--- src/rtl/segshift_pkg.sv ---
// Package segshift_pkg
// Shared types for the segmented shift register. It assumes a single
// clock domain, in which one strobe lasts exactly one clock cycle.
package segshift_pkg;

    // Sequencer phase: idle, or issuing strobes
    typedef enum logic {
        SEQ_IDLE = 1'b0,
        SEQ_RUN  = 1'b1
    } seq_state_e;

endpackage

--- src/rtl/segshift_seq.sv ---
// Module segshift_seq
// Strobe sequencer. A request seen while idle starts K+1 strobes on
// consecutive cycles: the temporary-cell strobe strb[K] first, then the
// data-cell strobes strb[K-1] down to strb[0]. Requests that arrive during
// a sequence are ignored. done pulses for one cycle after strb[0].
// Assumes shift_req is synchronous to clk.
module segshift_seq
    import segshift_pkg::*;
#(
    parameter int K = 4
) (
    input  logic         clk,
    input  logic         rst_n,
    input  logic         shift_req,
    output logic [K:0]   strb,
    output logic         busy,
    output logic         done
);

    localparam int CW = $clog2(K + 1);

    seq_state_e    state_q;
    logic [CW-1:0] step_q;
    logic          done_q;

    // Phase and step counter: load K on a request, count down to 0
    always_ff @(posedge clk) begin
        if (!rst_n) begin
            state_q <= SEQ_IDLE;
            step_q  <= '0;
        end else if (state_q == SEQ_IDLE) begin
            if (shift_req) begin
                state_q <= SEQ_RUN;
                step_q  <= CW'(K);
            end
        end else if (step_q == '0) begin
            state_q <= SEQ_IDLE;
        end else begin
            step_q <= step_q - 1'b1;
        end
    end

    // Completion pulse, registered one cycle after the last strobe
    always_ff @(posedge clk) begin
        if (!rst_n) done_q <= 1'b0;
        else        done_q <= (state_q == SEQ_RUN) && (step_q == '0);
    end

    // Strobe decode: one strobe per step value
    for (genvar i = 0; i <= K; i++) begin : g_strb
        assign strb[i] = (state_q == SEQ_RUN) && (step_q == CW'(i));
    end

    assign busy = (state_q == SEQ_RUN);
    assign done = done_q;

    AST_STROBE_EXCLUSIVE: assert property (@(posedge clk) disable iff (!rst_n)
        $onehot0(strb));
    AST_TEMP_STROBE_FIRST: assert property (@(posedge clk) disable iff (!rst_n)
        $rose(busy) |-> strb[K]);
    for (genvar i = 1; i <= K; i++) begin : g_ord
        AST_STROBE_DESCENDS: assert property (@(posedge clk) disable iff (!rst_n)
            strb[i] |=> strb[i-1]);
    end
    AST_DONE_AFTER_FIRST: assert property (@(posedge clk) disable iff (!rst_n)
        strb[0] |=> (done && !busy));
    AST_DONE_SINGLE: assert property (@(posedge clk) disable iff (!rst_n)
        done |=> !done);

endmodule

--- src/rtl/segshift_seg.sv ---
// Module segshift_seg
// One segment: K data cells and one temporary cell. Each cell loads only
// when its strobe is high. Assumes the strobes arrive one per cycle in
// reverse order, so every source still holds its old value when read.
module segshift_seg #(
    parameter int K = 4
) (
    input  logic         clk,
    input  logic         rst_n,
    input  logic [K:0]   strb,
    input  logic         seg_in,
    output logic [K-1:0] data,
    output logic         temp
);

    logic [K-1:0] data_q;
    logic         temp_q;

    // Data cells: cell 0 takes the segment input, cell i takes cell i-1
    for (genvar i = 0; i < K; i++) begin : g_cell
        if (i == 0) begin : g_head
            // First cell loads from the segment input
            always_ff @(posedge clk) begin
                if (!rst_n)       data_q[i] <= 1'b0;
                else if (strb[i]) data_q[i] <= seg_in;
            end
        end else begin : g_body
            // Later cells load from the upstream neighbour
            always_ff @(posedge clk) begin
                if (!rst_n)       data_q[i] <= 1'b0;
                else if (strb[i]) data_q[i] <= data_q[i-1];
            end
        end
    end

    // Temporary cell holds the outgoing bit for the next segment
    always_ff @(posedge clk) begin
        if (!rst_n)       temp_q <= 1'b0;
        else if (strb[K]) temp_q <= data_q[K-1];
    end

    assign data = data_q;
    assign temp = temp_q;

    AST_TEMP_COPIES_LAST: assert property (@(posedge clk) disable iff (!rst_n)
        strb[K] |=> (temp == $past(data[K-1])));
    AST_HOLD_NO_STROBE: assert property (@(posedge clk) disable iff (!rst_n)
        (strb == '0) |=> ($stable(data) && $stable(temp)));
    for (genvar i = 1; i < K; i++) begin : g_chk
        AST_CELL_FROM_PREV: assert property (@(posedge clk) disable iff (!rst_n)
            strb[i] |=> (data[i] == $past(data[i-1])));
    end
    AST_HEAD_FROM_INPUT: assert property (@(posedge clk) disable iff (!rst_n)
        strb[0] |=> (data[0] == $past(seg_in)));

endmodule

--- src/rtl/segshift_top.sv ---
// Module segshift_top
// Segmented serial shift register of W bits, built from W/K segments that
// share one strobe sequencer. Segment s takes its input from the temporary
// cell of segment s-1, and segment 0 takes ser_in. Assumes W is a multiple
// of K.
module segshift_top #(
    parameter int W = 16,
    parameter int K = 4
) (
    input  logic         clk,
    input  logic         rst_n,
    input  logic         shift_req,
    input  logic         ser_in,
    output logic         ser_out,
    output logic [W-1:0] par_out,
    output logic         busy,
    output logic         done
);

    localparam int NSEG = W / K;

    logic [K:0]      strb;
    logic [NSEG-1:0] seg_temp;
    logic [NSEG-1:0] seg_in;

    segshift_seq #(.K(K)) u_seq (
        .clk       (clk),
        .rst_n     (rst_n),
        .shift_req (shift_req),
        .strb      (strb),
        .busy      (busy),
        .done      (done)
    );

    // Segment chain: each temporary cell feeds the next segment's head
    for (genvar s = 0; s < NSEG; s++) begin : g_seg
        if (s == 0) begin : g_first
            assign seg_in[s] = ser_in;
        end else begin : g_next
            assign seg_in[s] = seg_temp[s-1];
        end

        segshift_seg #(.K(K)) u_seg (
            .clk    (clk),
            .rst_n  (rst_n),
            .strb   (strb),
            .seg_in (seg_in[s]),
            .data   (par_out[s*K +: K]),
            .temp   (seg_temp[s])
        );
    end

    assign ser_out = par_out[W-1];

    AST_RESET_CLEARS: assert property (@(posedge clk)
        !rst_n |=> ((par_out == '0) && !busy && !done));
    AST_LAST_TEMP_TRACKS_OUT: assert property (@(posedge clk) disable iff (!rst_n)
        strb[K] |=> (seg_temp[NSEG-1] == $past(ser_out)));
    AST_IDLE_HOLDS: assert property (@(posedge clk) disable iff (!rst_n)
        (!busy && !shift_req) |=> $stable(par_out));

endmodule

--- config.mk ---
export PLATFORM = sky130hd
export DESIGN_NAME = segshift_top
export DESIGN_NICKNAME = d
export VERILOG_FILES = /design/src/rtl/segshift_pkg.sv /design/src/rtl/segshift_seq.sv /design/src/rtl/segshift_seg.sv /design/src/rtl/segshift_top.sv
export SDC_FILE = /design/constraint.sdc
export NUM_CORES = 1
export LEC_CHECK = 0
export BUFFER_PORTS_ARGS = -buffer_cell sky130_fd_sc_hd__buf_2
export CAP_MARGIN = 10
export CORE_MARGIN = 4
export CORE_UTILIZATION = 49
export CTS_BUF_LIST = sky130_fd_sc_hd__clkbuf_2 sky130_fd_sc_hd__clkbuf_4 sky130_fd_sc_hd__clkbuf_8
export CTS_CLUSTER_SIZE = 8
export DETAILED_ROUTE_END_ITERATION = 10
export GPL_TIMING_DRIVEN = 0
export PLACE_DENSITY = 0.76
export SLEW_MARGIN = 10
export SYNTH_ARGS = -nofsm -noshare
export SYNTH_HDL_FRONTEND = slang
export SYNTH_SLANG_ARGS = --single-unit
export TNS_END_PERCENT = 20
--- constraint.sdc ---
create_clock -name clk -period 1.38 [get_ports clk]
set_clock_uncertainty 0.1 [all_clocks]
set_input_delay 0.069 -clock clk [delete_from_list [all_inputs] [get_ports clk]]
set_output_delay 0.069 -clock clk [all_outputs]
set_load 0.01 [all_outputs]
# --- Word-level counts from Yosys, hierarchy flattened ---
# Cells that the tools add are included.
# Widths: inputs -> output; s select.
word_totals:
  ff_bits: 24
  in_bits: 4
  output_inout_bits: 19
classes:
  addsub: 1
  n_eq_ne: 5
  mux: 6
  n_reduce_logical: 8
op_table:
  columns: ["op", "n"]
  rows:
  - ["$mux 3", 3]
  - ["$eq 3x2->1 const B", 2]
  - ["$logic_and 1x1->1", 5]
  - ["$eq 3x1->1 const B", 1]
  - ["$eq 3x3->1 const B", 1]
  - ["$logic_not 3->1", 1]
  - ["$mux 1", 3]
  - ["$sub 3x1->3 const B", 1]
  - ["$ne 2x2->1 const B", 1]
  - ["$reduce_and 2->1", 1]
  - ["$reduce_bool 2->1", 1]

# --- Depth between registers and ports, before layout ---
# Gate-level depths: netlist of the first run.
depth:
  word_depth: 3
  ltp_mapped: 6

# --- Modules after synthesis ---
# Synthesis of the first run repeated with hierarchy kept, for this count alone.
hier_totals:
  cells_unflattened: 95
  area_unflattened_um2: 1044.8
by_module_without_submodules:
  columns: ["module", "n_inst", "cells_per_inst", "area_per_inst_um2", "seq_area_each_um2"]
  rows:
  - ["segshift_seg", 4, 15, 181.4, 100.1]
  - ["segshift_seq", 1, 34, 311.5, 100.1]
  - ["segshift_top", 1, 1, 7.5, 0.0]

# --- Least setup slack after synthesis of the first run ---
# No wires, ideal clock.
synth_path:
  path_kind: "reg2reg"
  from: "reg u_seq.step_q[0]"
  to: "reg u_seq.step_q[0]"
  t_arrival_ps: 1161
  required_ps: 1162
  slack_ps: 2
  path_stages_with_launch: 7
  n_path_buf: 1
  synth_period_minus_slack_ps: 1378
  cell_sequence: "dfxtp_1 -> inv_1 -> ha_1 -> and3b_1 -> buf_2 -> o21ai_1 -> a21boi_1"
synth_between:
  elab_chain_len: 3
  elab_cells_between_ends: 6
  classes_between: "add/sub: 1; eq/ne: 1; mux: 2; reduce/logical: 2"
synth_rtl:
  columns: ["item", "line", "text"]
  rows:
  - ["start: declaration", "segshift_seq.sv:23", "logic [CW-1:0] step_q;"]
  - ["start signal: assignment", "segshift_seq.sv:34", "step_q <= CW'(K);"]
  - ["start signal: assignment", "segshift_seq.sv:39", "step_q <= step_q - 1'b1;"]
  - ["$sub 3x1->3 / $logic_not 3->1 (equally long branches)", "segshift_seq.sv:39, segshift_seq.sv:36", null]
  - ["$mux 3 / $ne 2x2->1 (equally long branches)", null, null]
  - ["$mux 3 / $reduce_and 2->1 (equally long branches)", null, null]
# Parallel ways exist; a longest one is shown, timed or not. The select of a mux whose other input is x is not followed.
# A chain may end at the register's enable or synchronous reset.

# --- Final worst setup path of the first run ---
layout_path:
  from: "reg u_seq.state_q (netlist: u_seq.busy)"
  to: "reg g_seg[2].u_seg.temp_q"
layout_between:
  elab_chain_len: 1
layout_rtl:
  columns: ["item", "line", "text"]
  rows:
  - ["start: declaration", "segshift_seq.sv:22", "seq_state_e state_q;"]
  - ["start signal: assignment", "segshift_seq.sv:29", "state_q <= SEQ_IDLE;"]
  - ["start signal: assignment", "segshift_seq.sv:33", "state_q <= SEQ_RUN;"]
  - ["start signal: assignment", "segshift_seq.sv:37", "state_q <= SEQ_IDLE;"]
  - ["$logic_and 1x1->1", "segshift_seq.sv:51", "assign strb[i] = (state_q == SEQ_RUN) && (step_q == CW'(i));"]
  - ["end signal: assignment", "segshift_seg.sv:39", "else if (strb[K]) temp_q <= data_q[K-1];"]
  - ["end: declaration", "segshift_seg.sv:17", "logic temp_q;"]
# Every way passes these cells.

==> results.toml, run 1 <==
[status]
outcome = "finished, final reports clean"

[placed_design]
place_area_sq_um = 1170
preCtsSetupSlack_ps = -169
finalWeightedCongestion = 0.749
port_buffers = 22
hpwl_microns = 1410

[synthesis]
postSynthRegisterBits = 24
syn-cell-area_sq_um = 1030
postSynthNetCount = 108
synth.yosys.seq_area_share_pct = 46.6
synth_warnings = 0
syn_avg_cell_area_sq_um = 10.4
synth_cell_type_count = 21
largest_area_contributor_in_the_synthesized_netlist = "dfxtp_1"
number_of_instances_in_the_synthesized_netlist = 99
synth_top_area_share_pct = 46.6
synthTopCellsByArea = "dfxtp_1, mux2i_1, nor2b_1, ha_1, a21boi_1"

[routing]
drt-initial-drc-count = 16
wl_per_cell_microns = 13.8
avgViaCountPerCell = 4.99
drt_pass1_iterations = 4
drcViolationCount = 0
routed-via-count = 779
drt-total-wl_microns = 2150
antenna_left = 0

[worst_hold_path]
holdCritStartpoint = "shift_req"
min-delay-path-class = "primary input to register"

[global_route]
pin_count_of_the_biggest_net_entering_global_routing = 14
grt_first_pass_wirelength_microns = 3260
overflow_left_after_global_routing = 0
first_global_vias = 658
grt.total_usage_pct = 16.7
antenna_violations_before_repair = 0

[pwr]
power_per_cell_area_nw_per_um2 = 970
worst_ir_drop_on_vdd_mv = 0.652
power.static_leakage_nw = 0.693

[sta]
post-route-worst-setup-slack_ps = 42.9
hold_violations = 0
rsz0062_at_grt = "true"
relSlewSlack_pct = 73.7
max_freq_ghz = 0.748
finalSetupViolations = 0
setup_tns_ps = 0
worst_pin_slew_ps = 394
period_minus_slack_ps = 1340
finalCritPeriodShare_pct = 96.9
number_of_max_slew_violations_in_the_final_report = 0

[finish]
final_net_count = 139
layout_cells_sized_above_1_pct = 31.0
seq_area_sq_um = 483
n_antenna_cell = 0
layout.filler_cells = 158
multi_input_area_sq_um = 544
finish.utilization_pct = 65.0
area_delta_synth_final_pct = 24.9
final_cell_area_sq_um = 1290

[die]
design.portCount = 23
floorplan.die.height_microns = 53.9
initial_core_util_pct = 52.0
core_area_sq_um = 1980
num_rows = 16
total_die_area_sq_um = 2900
chipWidth_microns = 53.9

[job]
max_cap_viol_count = 0

[setup_path]
rr_endpoint = "g_seg[2].u_seg.temp"
setup.worst_path.start_class = "register"
arrival_ps = 1460
setup.worst_path.start = "u_seq.busy"
crit_fanout = 10
cp-end-kind = "register"
critPathRequiredTime_ps = 1510
critical_path_class = "register to register"
rr_worst_depth = 4
start_of_the_worst_register_to_register_path = "u_seq.busy"
critPathCapture = "g_seg[2].u_seg.temp"
rrSetupSlack_ps = 40

[clocking]
tritoncts = "done"
cts.sink_count = 24
clk_latency_ps = 320
cts_root_buffer = "clkbuf_4"
numCtsBuffers = 3
clk_transition_reported_paths_ps = 130
h-tree-depth = 1
clock_tree.buffer_depth = 2
## metrics by stage
stage                     power, mW  cells  hold slack (ps)
after floorplan               0.822     99              104
after CTS                      1.24    156           0.0370
after global routing           1.31    156             21.0
after global placement        0.853    148              213
after detailed placement      0.858    148              220
final                          1.25    156             6.80
## logic make-up (layout without fill, tap and decap cells)
logic type	Yosys count	count (layout)	share of synthesized area, %
AO/OA/AOI/OAI	10	10	6.92
adder cells (fa/ha/maj)	5	5	6.07
buffers and inverters	8	38	3.52
flip-flops	24	24	46.6
multiplexers	15	15	14.6
AND/OR/NAND/NOR	37	37	22.3
## per-layer routing
| layer | vias up | track usage (%) | routed length, microns |
|---|---|---|---|
| met5 | - | 0 | 0 |
| met4 | 0 | 10.2 | 53 |
| met3 | 5 | 3.32 | 97 |
| met2 | 21 | 25.0 | 995 |
| met1 | 358 | 21.8 | 1010 |
| li1 | 395 | - | - |
## report_power, final
group          internal (mW)  switching (mW)
clock                  0.162           0.212
combinational         0.0757          0.0797
sequential             0.707          0.0131
total                  0.944           0.305
## registers in the layout, indices dropped and copies added, names as in the netlist
name              cells
u_seq.step_q          3
g_seg.u_seg.temp      3
g_seg.u_seg.data     16
u_seq.done            1
u_seq.busy            1
## worst max-delay path, stage by stage (launching register included)
cell and delay [ps]:
dfxtp_1 370, clkbuf_4 240, nand3_1 230, mux2i_1 230, nor2b_1 70
## worst min path at each step
stage	depth (start not counted)	endpoint	slack, ps
2_1_floorplan	2	g_seg[0].u_seg.data[0]	100
3_3_place_gp	3	g_seg[0].u_seg.data[0]	210
3_5_place_dp	3	g_seg[0].u_seg.data[0]	220
4_1_cts	3	u_seq.busy	0.04
5_1_grt	3	u_seq.busy	20
6_report	3	u_seq.busy	7
## final cells by class
class / count / share of cell area, %
well taps: 27 / 2.62
plain buffers: 5 / 2.62
repair buffers: 26 / 11.3
clock buffers: 4 / 2.82
flip-flops and latches: 24 / 37.5
multi-input cells: 67 / 42.3
inverters: 3 / 0.875
## repair_timing
item,in CTS,in global routing
hold buffers,2,0
gates resized for setup,5,6
hold endpoints to repair,4,0
buffers inserted,2,0
endpoints found under the setup margin,14,20
## cell usage in the layout, fill, tap and decap left out, drive strengths merged
cell type	instances
o32ai	1
nor3b	1
nand3	2
nor2b	15
nand3b	5
o21ai	2
dfxtp	24
inv	3
clkbuf	7
a21boi	6
dlygate4sd3	2
and2	2
o21a	1
nor2	1
and3b	1
mux2i	15
buf	26
nand2b	1
ha	5
nand2	9
## Yosys cell counts, drive strengths merged
master	n
a21boi	6
and2	2
and3b	1
buf	3
clkbuf	2
dfxtp	24
ha	5
inv	3
mux2i	15
nand2	9
nand2b	1
nand3	2
nand3b	5
nor2	1
nor2b	15
nor3b	1
o21a	1
o21ai	2
o32ai	1
Note: power is estimated with default switching activity, not from simulation.
==> run 2, diff against run 1 <==
PLACE_DENSITY = 0.8   (was 0.76)
==> run 2 against run 1 <==
Routed wire length decreased by 4.5%. Clock power increased by 33%. Sequential share of layout area increased by 0.38 points. Final area decreased by 0.49%. Register-to-register slack got worse by 40 ps.
==> results.toml, run 2 (synthesis results as in run 1) <==
[clocking]
clk_transition_reported_paths_ps = 120
h-tree-depth = 1
clk_latency_ps = 310
cts.sink_count = 24
numCtsBuffers = 3
tritoncts = "done"
cts_root_buffer = "clkbuf_4"
clock_tree.buffer_depth = 2

[global_route]
overflow_left_after_global_routing = 0
antenna_violations_before_repair = 0
grt.total_usage_pct = 15.7
pin_count_of_the_biggest_net_entering_global_routing = 15
grt_first_pass_wirelength_microns = 3130
first_global_vias = 670

[sta]
post-route-worst-setup-slack_ps = 2.54
finalSetupViolations = 0
number_of_max_slew_violations_in_the_final_report = 0
max_freq_ghz = 0.726
hold_violations = 0
period_minus_slack_ps = 1380
finalCritPeriodShare_pct = 99.8
worst_pin_slew_ps = 377
rsz0062_at_grt = "true"
relSlewSlack_pct = 74.9

[placed_design]
place_area_sq_um = 1170
finalWeightedCongestion = 0.831
preCtsSetupSlack_ps = -138
port_buffers = 22
hpwl_microns = 1460

[setup_path]
crit_fanout = 8
worst_path_dominant_cell_family = "flip-flops"
setup.worst_path.start_class = "register"
cp_num_buf_inv = 2
path_cells = "inv_1, ha_4, and3b_1, buf_4, o21ai_1, a21boi_1"
critPathRequiredTime_ps = 1490
slowest_stage = "dfxtp_2"
cp-end-kind = "register"
arrival_ps = 1490
critical-path-max-stage-delay_ps = 360
critical_path_class = "register to register"

[job]
max_cap_viol_count = 0

[routing]
wl_per_cell_microns = 13.3
drcViolationCount = 0
drt-total-wl_microns = 2060
drt_pass1_iterations = 3
antenna_left = 0
avgViaCountPerCell = 4.95
drt-initial-drc-count = 6
routed-via-count = 768

[die]
total_die_area_sq_um = 2900
initial_core_util_pct = 52.0
num_rows = 16
floorplan.die.height_microns = 53.9
core_area_sq_um = 1980
chipWidth_microns = 53.9
design.portCount = 23

[finish]
final_cell_area_sq_um = 1280
n_antenna_cell = 0
max_reg_flops = 16
layout_common_cells = "buf_2, dfxtp_1, mux2i_1, nor2b_1, nand2_1"
final_net_count = 138
finish.utilization_pct = 64.6
final_common_cell = "buf_2"
area_delta_synth_final_pct = 24.3
layout_cells_sized_above_1_pct = 30.5

[status]
outcome = "finished, final reports clean"

[worst_hold_path]
min-delay-path-class = "primary input to register"

[pwr]
power.static_leakage_nw = 0.648
power_per_cell_area_nw_per_um2 = 1060
worst_ir_drop_on_vdd_mv = 0.771
## run 2: power breakdown
part	internal, mW	switching, mW	leakage (nW)	total [mW]
sequential	0.706	0.0129	0.195	0.719
combinational	0.0676	0.0732	0.424	0.141
clock	0.294	0.202	0.0279	0.496
## run 2: tightest hold or removal path, stage by stage
cell and delay [ps]:
buf_2 90, nor2_1 80, nor3b_2 150
## run 2: final cells by class
| type | instances | area [sq um] |
|---|---|---|
| Fill cell | 164 | 701 |
| Multi-Input combinational cell | 67 | 531 |
| Sequential cell | 24 | 485 |
| Timing Repair Buffer | 25 | 138 |
| Tap cell | 27 | 33.8 |
| Clock inverter | 1 | 30.0 |
| Buffer | 5 | 27.5 |
| Clock buffer | 3 | 22.5 |
| Inverter | 3 | 13.8 |
## run 2: layer usage
metal	part of all wire [%]	track usage [%]
met1	44	18.5
met4	2.1	9.79
met5	0	0
met3	4.4	3.88
met2	49	25.4
## run 2: path summary, 6_finish.rpt
path	end	slack, ps	start	depth (start not counted)
max	u_seq.step_q[0]	3	u_seq.step_q[1]	6
max reg2reg	u_seq.step_q[0]	3	u_seq.step_q[1]	6
min reg2reg	g_seg[1].u_seg.data[0]	380	g_seg[0].u_seg.temp	2
min	u_seq.busy	20	shift_req	3
## run 2: repair_timing
| item | CTS | global route |
|---|---|---|
| gates resized for setup | 5 | 5 |
| buffers inserted | 1 | 0 |
| pin swaps | 0 | 0 |
| endpoints found under the hold margin | 4 | 0 |
| hold buffers | 2 | 0 |
| setup endpoints to repair | 13 | 9 |
## run 2: through the flow
step,power (mW),TNS [ps],cells,hold slack (ps)
after floorplan,0.822,0,99,104
after detailed placement,0.855,-807,148,223
after CTS,1.36,0,155,2.04
after global routing,1.41,-96.1,155,24.7
after global placement,0.852,-410,148,213
final,1.36,0,155,18.5
==> run 3, diff against run 2 <==
CAP_MARGIN = default   (was 10)
RECOVER_POWER = 100   (was default)
==> run 3 against run 2 <==
Clock-buffer cell count is the same. Via count grew 0.78%. Non-clock buffer count is the same. Final area shrank 1.9%. Setup slack is essentially flat. Combinational power is essentially flat. Flip-flop and latch count is the same. Clock power is essentially flat. Fmax is essentially flat. Die area is the same. Critical endpoint unchanged.
==> results.toml, run 3 (synthesis results as in run 1) <==
[die]
chipWidth_microns = 53.9
floorplan.die.height_microns = 53.9
core_area_sq_um = 1980
design.portCount = 23
num_rows = 16
initial_core_util_pct = 52.0
total_die_area_sq_um = 2900

[sta]
relSlewSlack_pct = 75.1
max_freq_ghz = 0.726
number_of_max_slew_violations_in_the_final_report = 0
period_minus_slack_ps = 1380
finalCritPeriodShare_pct = 99.8
worst_pin_slew_ps = 374
rsz0062_at_grt = "true"
setup_tns_ps = 0
finalSetupViolations = 0
hold_violations = 0

[global_route]
grt.total_usage_pct = 15.7
pin_count_of_the_biggest_net_entering_global_routing = 15
antenna_violations_before_repair = 0
grt_first_pass_wirelength_microns = 3130
overflow_left_after_global_routing = 0
first_global_vias = 670

[pwr]
power_per_cell_area_nw_per_um2 = 1080
report.power.total_mw = 1.35
power.static_leakage_nw = 0.565
worst_ir_drop_on_vdd_mv = 0.770

[routing]
wl_per_cell_microns = 13.3
avgViaCountPerCell = 4.99
drt_pass1_iterations = 3
antenna_left = 0
wl_met3_microns = 89
drcViolationCount = 0
drt-total-wl_microns = 2060
top_layer_used = "met4"
met2_wirelength_microns = 1020
drt-initial-drc-count = 8
detail_route.wirelength.met1_microns = 908
routed-via-count = 774

[finish]
max_reg_flops = 16
area_delta_synth_final_pct = 22.0
finish.utilization_pct = 63.4
final_net_count = 138
n_antenna_cell = 0
final_common_cell = "dfxtp_1"
layout_cells_sized_above_1_pct = 15.6
post_layout_nonfiller_instances = 155
layout_common_cells = "dfxtp_1, clkbuf_1, mux2i_1, nor2b_1, nand2_1"
final_cell_area_sq_um = 1260

[setup_path]
crit_fanout = 8
start_of_the_worst_register_to_register_path = "u_seq.step_q[1]"
worst_path_dominant_cell_family = "flip-flops"
arrival_ps = 1490
rr_worst_depth = 6
critical_path_class = "register to register"
critical-path-max-stage-delay_ps = 360
cp_num_cells = 6
critPathCapture = "u_seq.step_q[0]"
setup.worst_path.start = "u_seq.step_q[1]"
setup.worst_path.start_class = "register"
cp-end-kind = "register"
path_cells = "inv_1, ha_4, and3b_1, buf_4, o21ai_1, a21boi_1"
slowest_stage = "dfxtp_2"
cp_num_buf_inv = 2
critPathRequiredTime_ps = 1490
rr_endpoint = "u_seq.step_q[0]"
rrSetupSlack_ps = 2

[clocking]
cts.sink_count = 24
clk_transition_reported_paths_ps = 120
tritoncts = "done"
numCtsBuffers = 3
clk_latency_ps = 310
cts_root_buffer = "clkbuf_4"
h-tree-depth = 1
clock_tree.buffer_depth = 2

[worst_hold_path]
min-delay-path-class = "primary input to register"
min_path_cells = 3
holdCritStartpoint = "shift_req"

[status]
outcome = "finished, final reports clean"

[job]
max_cap_viol_count = 0

[placed_design]
hpwl_microns = 1460
placed_cells = 148
finalWeightedCongestion = 0.831
place_area_sq_um = 1170
port_buffers = 22
## run 3: worst min-delay path, stage by stage
cell and delay, ps:
buf_2 90, nor2_1 80, nor3b_2 150
## run 3: cell type report
| type | count | area (sq um) |
|---|---|---|
| fillers | 177 | 724 |
| multi-input cells | 67 | 531 |
| flip-flops and latches | 24 | 485 |
| repair buffers | 25 | 114 |
| well taps | 27 | 33.8 |
| clock inverters | 1 | 30.0 |
| plain buffers | 5 | 27.5 |
| clock buffers | 3 | 22.5 |
| inverters | 3 | 13.8 |
## run 3: how the worst min path moves through the flow
stage | endpoint | slack, ps
floorplan | g_seg[0].u_seg.data[0] | 100
global placement | g_seg[0].u_seg.data[0] | 210
finish | u_seq.busy | 20
detailed placement | g_seg[0].u_seg.data[0] | 220
global route | u_seq.busy | 20
CTS | u_seq.busy | 2
## run 3: where the power goes
group,total [mW],internal [mW],switching (mW)
registers,0.719,0.706,0.0131
logic,0.139,0.0658,0.0732
clock network,0.496,0.294,0.202
## run 3: layer usage
| metal | up-vias | global-route usage, % |
|---|---|---|
| li1 | 387 | - |
| met1 | 368 | 18.5 |
| met2 | 15 | 25.4 |
| met3 | 4 | 3.88 |
| met4 | 0 | 9.79 |
| met5 | - | 0 |
## run 3: stage by stage
step                hold slack (ps)  setup WS (ps)
detailed placement              223           -138
global placement                213          -95.3
floorplan                       104           1.52
global route                   24.7          -34.6
CTS                            2.04           14.2
finish                         18.7           2.36
## run 3: what timing repair did
item | CTS | global route
gates resized for setup | 5 | 5
setup buffers | 1 | 0
hold buffers | 2 | 0
pin swaps | 0 | 0
setup endpoints to repair | 13 | 9
hold endpoints to repair | 4 | 0
